File: src/rtl/hv_eprom_pkg.sv
package hv_eprom_pkg;

   typedef enum logic [2:0] {
      M_STANDBY = 3'd0,
      M_READ    = 3'd1,
      M_OUT_OFF = 3'd2,
      M_PROGRAM = 3'd3,
      M_VERIFY  = 3'd4,
      M_ERASE   = 3'd5,
      M_INHIBIT = 3'd6,
      M_ID      = 3'd7
   } op_mode_e;

   localparam int unsigned BYTE_W = 8;

   function automatic logic is_read_mode(input op_mode_e m);
      return (m == M_READ) || (m == M_VERIFY) || (m == M_ID);
   endfunction

   function automatic logic is_write_mode(input op_mode_e m);
      return (m == M_PROGRAM) || (m == M_ERASE);
   endfunction

endpackage

File: src/rtl/hv_eprom_pulse_trk.sv
module hv_eprom_pulse_trk
   import hv_eprom_pkg::*;
#(
   parameter int unsigned ADDR_W    = 10,
   parameter int unsigned MIN_PULSE = 4
) (
   input  logic              clk,
   input  logic              rst_n,
   input  op_mode_e          mode,
   input  logic              wr_pulse_n,
   input  logic [ADDR_W-1:0] addr,
   input  logic [BYTE_W-1:0] data_in,
   output logic              prog_we,
   output logic              erase_we,
   output logic [ADDR_W-1:0] we_addr,
   output logic [BYTE_W-1:0] we_data,
   output logic              pulse_err
);

   localparam int unsigned CNT_W = $clog2(MIN_PULSE + 1);
   localparam logic [CNT_W-1:0] WIDTH_MIN = CNT_W'(MIN_PULSE);

   logic              active_q;
   logic              broken_q;
   op_mode_e          kind_q;
   logic [ADDR_W-1:0] addr_q;
   logic [BYTE_W-1:0] data_q;
   logic [CNT_W-1:0]  width_q;
   logic              err_q;

   logic release_now;
   logic pulse_good;

   assign release_now = active_q && wr_pulse_n;
   assign pulse_good  = !broken_q && (width_q >= WIDTH_MIN);

   always_ff @(posedge clk) begin
      if (!rst_n) begin
         active_q <= 1'b0;
         broken_q <= 1'b0;
         kind_q   <= M_STANDBY;
         addr_q   <= '0;
         data_q   <= '0;
         width_q  <= '0;
         err_q    <= 1'b0;
      end else begin
         err_q <= 1'b0;
         if (!active_q) begin
            if (is_write_mode(mode)) begin
               active_q <= 1'b1;
               broken_q <= 1'b0;
               kind_q   <= mode;
               addr_q   <= addr;
               data_q   <= data_in;
               width_q  <= CNT_W'(1);
            end
         end else if (!wr_pulse_n) begin
            if ((mode != kind_q) || (addr != addr_q) || (data_in != data_q))
               broken_q <= 1'b1;
            if (width_q < WIDTH_MIN)
               width_q <= width_q + 1'b1;
         end else begin
            active_q <= 1'b0;
            err_q    <= !pulse_good;
         end
      end
   end

   assign prog_we   = release_now && pulse_good && (kind_q == M_PROGRAM);
   assign erase_we  = release_now && pulse_good && (kind_q == M_ERASE);
   assign we_addr   = addr_q;
   assign we_data   = data_q;
   assign pulse_err = err_q;

   // a commit only on the edge that releases a full-width pulse
   p_commit_on_release_r9: assert property (@(posedge clk) disable iff (!rst_n)
      (prog_we || erase_we) |-> (wr_pulse_n && $past(!wr_pulse_n) && width_q >= WIDTH_MIN));

   // the error flag is a single-cycle pulse
   p_err_single_r10: assert property (@(posedge clk) disable iff (!rst_n)
      pulse_err |=> !pulse_err);

endmodule

File: config.mk
export PLATFORM = sky130hd
export DESIGN_NAME = hv_eprom_pulse_trk
export DESIGN_NICKNAME = d
export VERILOG_FILES = /design/src/rtl/hv_eprom_pkg.sv /design/src/rtl/hv_eprom_pulse_trk.sv
export SDC_FILE = /design/constraint.sdc
export NUM_CORES = 1
export LEC_CHECK = 0
export BUFFER_PORTS_ARGS = -buffer_cell sky130_fd_sc_hd__buf_2
export CAP_MARGIN = 25
export CORE_ASPECT_RATIO = 0.7
export CORE_MARGIN = 2
export CORE_UTILIZATION = 25
export DETAILED_ROUTE_END_ITERATION = 6
export GPL_TIMING_DRIVEN = 0
export PLACE_DENSITY = 0.5
export SLEW_MARGIN = 20
export SYNTH_ARGS = -nofsm -noshare
export SYNTH_HDL_FRONTEND = slang
export SYNTH_SLANG_ARGS = --single-unit
File: constraint.sdc
create_clock -name clk -period 1.45 [get_ports clk]
set_input_delay 0.0725 -clock clk [delete_from_list [all_inputs] [get_ports clk]]
set_output_delay 0.0725 -clock clk [all_outputs]
set_load 0.02 [all_outputs]
; ---- After elaboration in Yosys (flattened, before gate mapping)
; Cells that the tools add are included.
[classes]
addsub = 1
order_cmp = 2
n_eq_ne = 10
mux = 11
bitwise = 1
n_reduce_logical = 15
[ops]
columns = op, n
row1 = 3-bit 2-to-1 mux, 4
row2 = 10-bit inequality test, 1
row3 = 3-bit AND reduction, 3
row4 = 8-bit inequality test, 1
row5 = 1-bit 2-to-1 mux, 7
row6 = "3-bit by 2-bit == test with 1-bit output, second input constant", 2
row7 = "3-bit == test, second input constant", 2
row8 = 1-bit logical AND, 5
row9 = "2-bit by 1-bit inequality test with 1-bit output, second input constant", 2
row10 = "3-bit by 1-bit adder with 3-bit output, second input constant", 1
row11 = "3-bit greater-or-equal comparator, second input constant", 1
row12 = 1-bit logical OR, 3
row13 = "3-bit < comparator, second input constant", 1
row14 = 3-bit inequality test, 1
row15 = 1-bit zero test, 2
row16 = "2-bit inequality test, second input constant", 1
row17 = 2-bit AND reduction, 1
row18 = 2-bit nonzero test, 1
row19 = 1-bit inverter, 1
[word_totals]
reg_bits = 27
inputBits = 24
output_inout_bits = 21

; ---- Depth between registers and ports, before layout
[depth]
depth_word = 6
ltp_mapped = 6
depth_no_buf = 4

; ---- Worst setup path after synthesis
; No wires, ideal clock.
[synth_timing]
path_kind = register to output
from = register width_q[2]
to = output erase_we
arrival_ps = 1150
setup_slack_ps = 228
stages_incl_launch_ff = 4
n_path_buf = 0
cell_sequence = dfxtp_1 nor2b_1 nand4_1 nor3b_1
[synth_between]
elab_chain_len = 4
[synth_lines]
columns = item, line
row1 = "start, declared", hv_eprom_pulse_trk.sv:28  ; logic [CNT_W-1:0] width_q;
row2 = "start signal, assigned", hv_eprom_pulse_trk.sv:61  ; width_q <= width_q + 1'b1;
row3 = 3-bit greater-or-equal comparator, hv_eprom_pulse_trk.sv:35  ; assign pulse_good = !broken_q && (width_q >= WIDTH_MIN);
row4 = 1-bit logical AND, hv_eprom_pulse_trk.sv:35
row5 = 1-bit logical AND (2 in a row), hv_eprom_pulse_trk.sv:70  ; assign erase_we = release_now && pulse_good && (kind_q == M_ERASE);
row6 = "end, declared", hv_eprom_pulse_trk.sv:14  ; output logic erase_we,
; Every way passes these cells.

; ---- Worst setup path in the final report
[layout_timing]
from = register width_q[2]
to = output prog_we
[layout_between]
elab_chain_len = 4
[layout_lines]
columns = item, line
row1 = 3-bit greater-or-equal comparator, hv_eprom_pulse_trk.sv:35
row2 = 1-bit logical AND, hv_eprom_pulse_trk.sv:35
row3 = 1-bit logical AND (2 in a row), hv_eprom_pulse_trk.sv:69  ; assign prog_we = release_now && pulse_good && (kind_q == M_PROGRAM);
row4 = "end, declared", hv_eprom_pulse_trk.sv:13  ; output logic prog_we,
; Every way passes these cells.

==> summary.md <==
| Metric | Value |
|---|---|
| Die width | 87.7 um |
| Rows | 21 |
| Final min period | 1.36 ns |
| Most common library cells after synthesis | nand2_1, dfxtp_1, a21oi_1 |
| Final worst-path cycle share | 93.5% |
| Final hold viol count | 0 |
| Count of flip-flops with a built-in enable after synthesis | 0 |
| CP max-delay cell | dfxtp_2 |
| Slew headroom | 66.9% |
| DIE AREA | 5490 sq um |
| Initial antenna violation count | 0 |
| Tot Pwr | 1.56 mW |
| GRT Overall Usage | 11.5% |
| Synth top area share | 44.1% |
| Dpl cells | 260 |
| Initial Util | 25.8% |
| Clock Pin Slew Worst Setup and Hold Paths | 0.09 ns |
| Worst reg2reg path depth | 4 |
| Leak pwr | 0.646 nW |
| Register bit total from synthesis | 27 |
| Gpl congestion | 0.671 |
| Initial DRC count | 19 |
| Maximum fanout along the worst path | 3 |
| Top Ports | 45 |
| Post-CTS Setup Bufs | 0 |
| Worst setup margin | 0.0941 ns |
| Area post-placement | 1530 sq um |
| Slowest cell delay on critical path | 0.35 ns |
| Sequential area share after synthesis | 44.1% |
| Core area | 4760 sq um |
| Crit Reg-Reg Endpoint | broken_q |
| Ys async rst share | 0% |
| Psw | 0.446 mW |
| Yosys warns | 0 |
| DRC violations left | 0 |
| Cts hold-fix bufs | 0 |
| Util after Layout | 33.6% |
| Cell breakdown of the critical path | nor2b_2 -> nand4_1 -> nor3b_2 -> buf_4 |
| Seq pwr share | 52.8% |
| Root Buffer | clkbuf_8 |
| Status | finished clean |
| Skew final | 0.00708 ns |
| Cell Pwr Density | 974 nW/um^2 |
| Number of distinct library cells after synthesis | 23 |
| Ys flop type | dfxtp_1 |
| Mapped Avg Cell Area | 8.34 sq um |
| Net count, final | 221 |
| Via count | 1113 |
| Slew Viols, Final | 0 |
| Clk sink count | 27 |
| Filler cell count in the final layout | 509 |
| Hold depth | 2 |
| Switching Fraction | 28.7% |
| Cell Int Power | 1.11 mW |
| Maximum number of pins on one net before global-route repair | 16 |
| Hold path startpoint | mode[2] |
| H-tree depth | 1 |
| MaxCap Viol Count | 0 |
| Fin Hold WS | 0.0238 ns |
| Worst setup path class | reg2out |
| Final wirelength | 3.08 mm |
| Final Non-Filler Cells | 264 |
| Synth area leader | dfxtp_1 |
| Layout cell share with drive strength beyond 1 | 29.7% |
| WHS Endpoint | kind_q[1] |
| Syn nets | 172 |
| Worst endpoint required time | 1.38 ns |
| Place WS | 0.145 ns |
| CTS buffer count | 3 |
| Multi-input logic area | 648 sq um |
| Number of port buffers | 44 |
| Worst vdd ir | 407 uV |
| FF/Latch Area | 542 sq um |
| Area Overhead vs Synth | 30.4% |
| Critical path data arrival time | 1.28 ns |
| Total grt overflow | 0 |
| R2r startpoint | we_data[1] |
| Ranking of synthesized cells by area | dfxtp_1, xnor2_1, nand2_1, a21oi_1, nand4_1 |
| Setup violators final | 0 |
| Cells after Synth | 147 |
| Most frequent cell after synthesis | nand2_1 |
| Drt wl/cell | 11.7 um |
| HP Class | in2reg |
| CP endpoint kind | primary output |
| Fmax | 738 MHz |
| Least-Margin Pin Slew | 0.496 ns |
| Antenna diode count | 0 |
| Clock buffer depth | 2 |
| Final ANT Viol Nets | 0 |
| Synthesized cell area | 1230 sq um |
| Clock Latency Late Sink | 0.27 ns |
| Die H | 62.6 um |
| Post-Route Setup TNS | 0 ns |
| Logic pwr share | 20.0% |
| Global-route wire length before repair | 4.95 mm |
| First drt pass iteration count | 4 |
| Clk network pwr share | 27.2% |
| Setup slack, reg-to-reg | 0.15 ns |
| CTS tree | yes |
| Via density | 4.22 |
| Finished Cell Area | 1600 sq um |
| CP startpoint kind | flip-flop |
| Vias in the first global route | 1003 |
| DP Wirelength | 2.44 mm |
-- sequential cells by signal, indices dropped and copies added (netlist names) --
signal,count
pulse_err,1
kind_q,3
broken_q,1
width_q,3
active_q,1
we_data,8
we_addr,10
-- what timing repair did --
item	CTS	global route
pin swaps	0	2
hold endpoints to repair	0	0
resized for setup	1	7
endpoints found under the setup margin	1	7
-- worst max-delay path by stage --
stage | start | to | slack (ns) | cells after the start
global route | width_q[2] | prog_we | -0.008 | 4
finish | width_q[2] | prog_we | 0.09 | 4
floorplan | width_q[2] | erase_we | 0.23 | 3
global placement | active_q | kind_q[2] | 0.17 | 4
CTS | width_q[2] | erase_we | 0.02 | 4
detailed placement | active_q | we_data[0] | 0.14 | 4
-- cell usage in the layout, fill, tap and decap left out --
cell and n:
dfxtp_2 1, nand4_1 5, o21ai_0 1, a211oi_1 2, a2111oi_2 1, clkbuf_1 2
nor2b_2 1, buf_2 43, xnor2_1 19, nand3_1 2, and3b_1 1, xor2_1 3
nand2_1 39, clkbuf_8 3, ha_1 1, nand3b_1 2, buf_6 2, nor2b_1 2
nor4_1 1, inv_1 1, nor2_1 5, nor3b_2 2, nor3_1 2, clkinv_2 1
clkbuf_2 1, buf_4 3, a21oi_1 23, dfxtp_1 26
-- cell families after synthesis --
family                     synth area share, %
and+or+nand+nor                           22.9
AOI/OAI and AO/OA                         12.2
DFF                                       44.1
xor gates and xnor gates                  15.7
buffers and inverters                     4.08
adders and majority gates                 1.02
-- area by class of cell --
class                   count  share of cell area, %
multi-input cells         112                   40.5
flip-flops and latches     27                   33.9
repair buffers             44                   14.1
well taps                  69                   5.40
plain buffers               7                   2.97
clock buffers               3                   2.58
clock inverters             1                  0.313
inverters                   1                  0.235
-- critical path, delay by kind of cell (launching register included) --
| family | cells | cell delay (ns) |
|---|---|---|
| AND/OR/NAND/NOR | 3 | 0.50 |
| buffers and inverters | 1 | 0.16 |
| flip-flops | 1 | 0.35 |
-- per-layer routing --
layer / routed length [um] / part of all wire, % / global-route usage, % / up-vias
met2: 1200 / 39 / 14.9 / 31
met4: 14 / 0.45 / 1.73 / 0
met3: 292 / 9.5 / 5.42 / 4
met5: 0 / 0 / 0 / -
li1: - / - / - / 586
met1: 1570 / 51 / 17.4 / 492
-- power groups by stage --
stage | sequential (mW) | combinational (mW) | clock [mW]
4_1_cts | 0.822 | 0.317 | 0.438
2_1_floorplan | 0.871 | 0.163 | 0
6_report | 0.822 | 0.312 | 0.424
5_1_grt | 0.830 | 0.345 | 0.467
3_3_place_gp | 0.840 | 0.316 | 0
3_5_place_dp | 0.839 | 0.316 | 0
No activity file was read; power rests on OpenSTA's default activity.
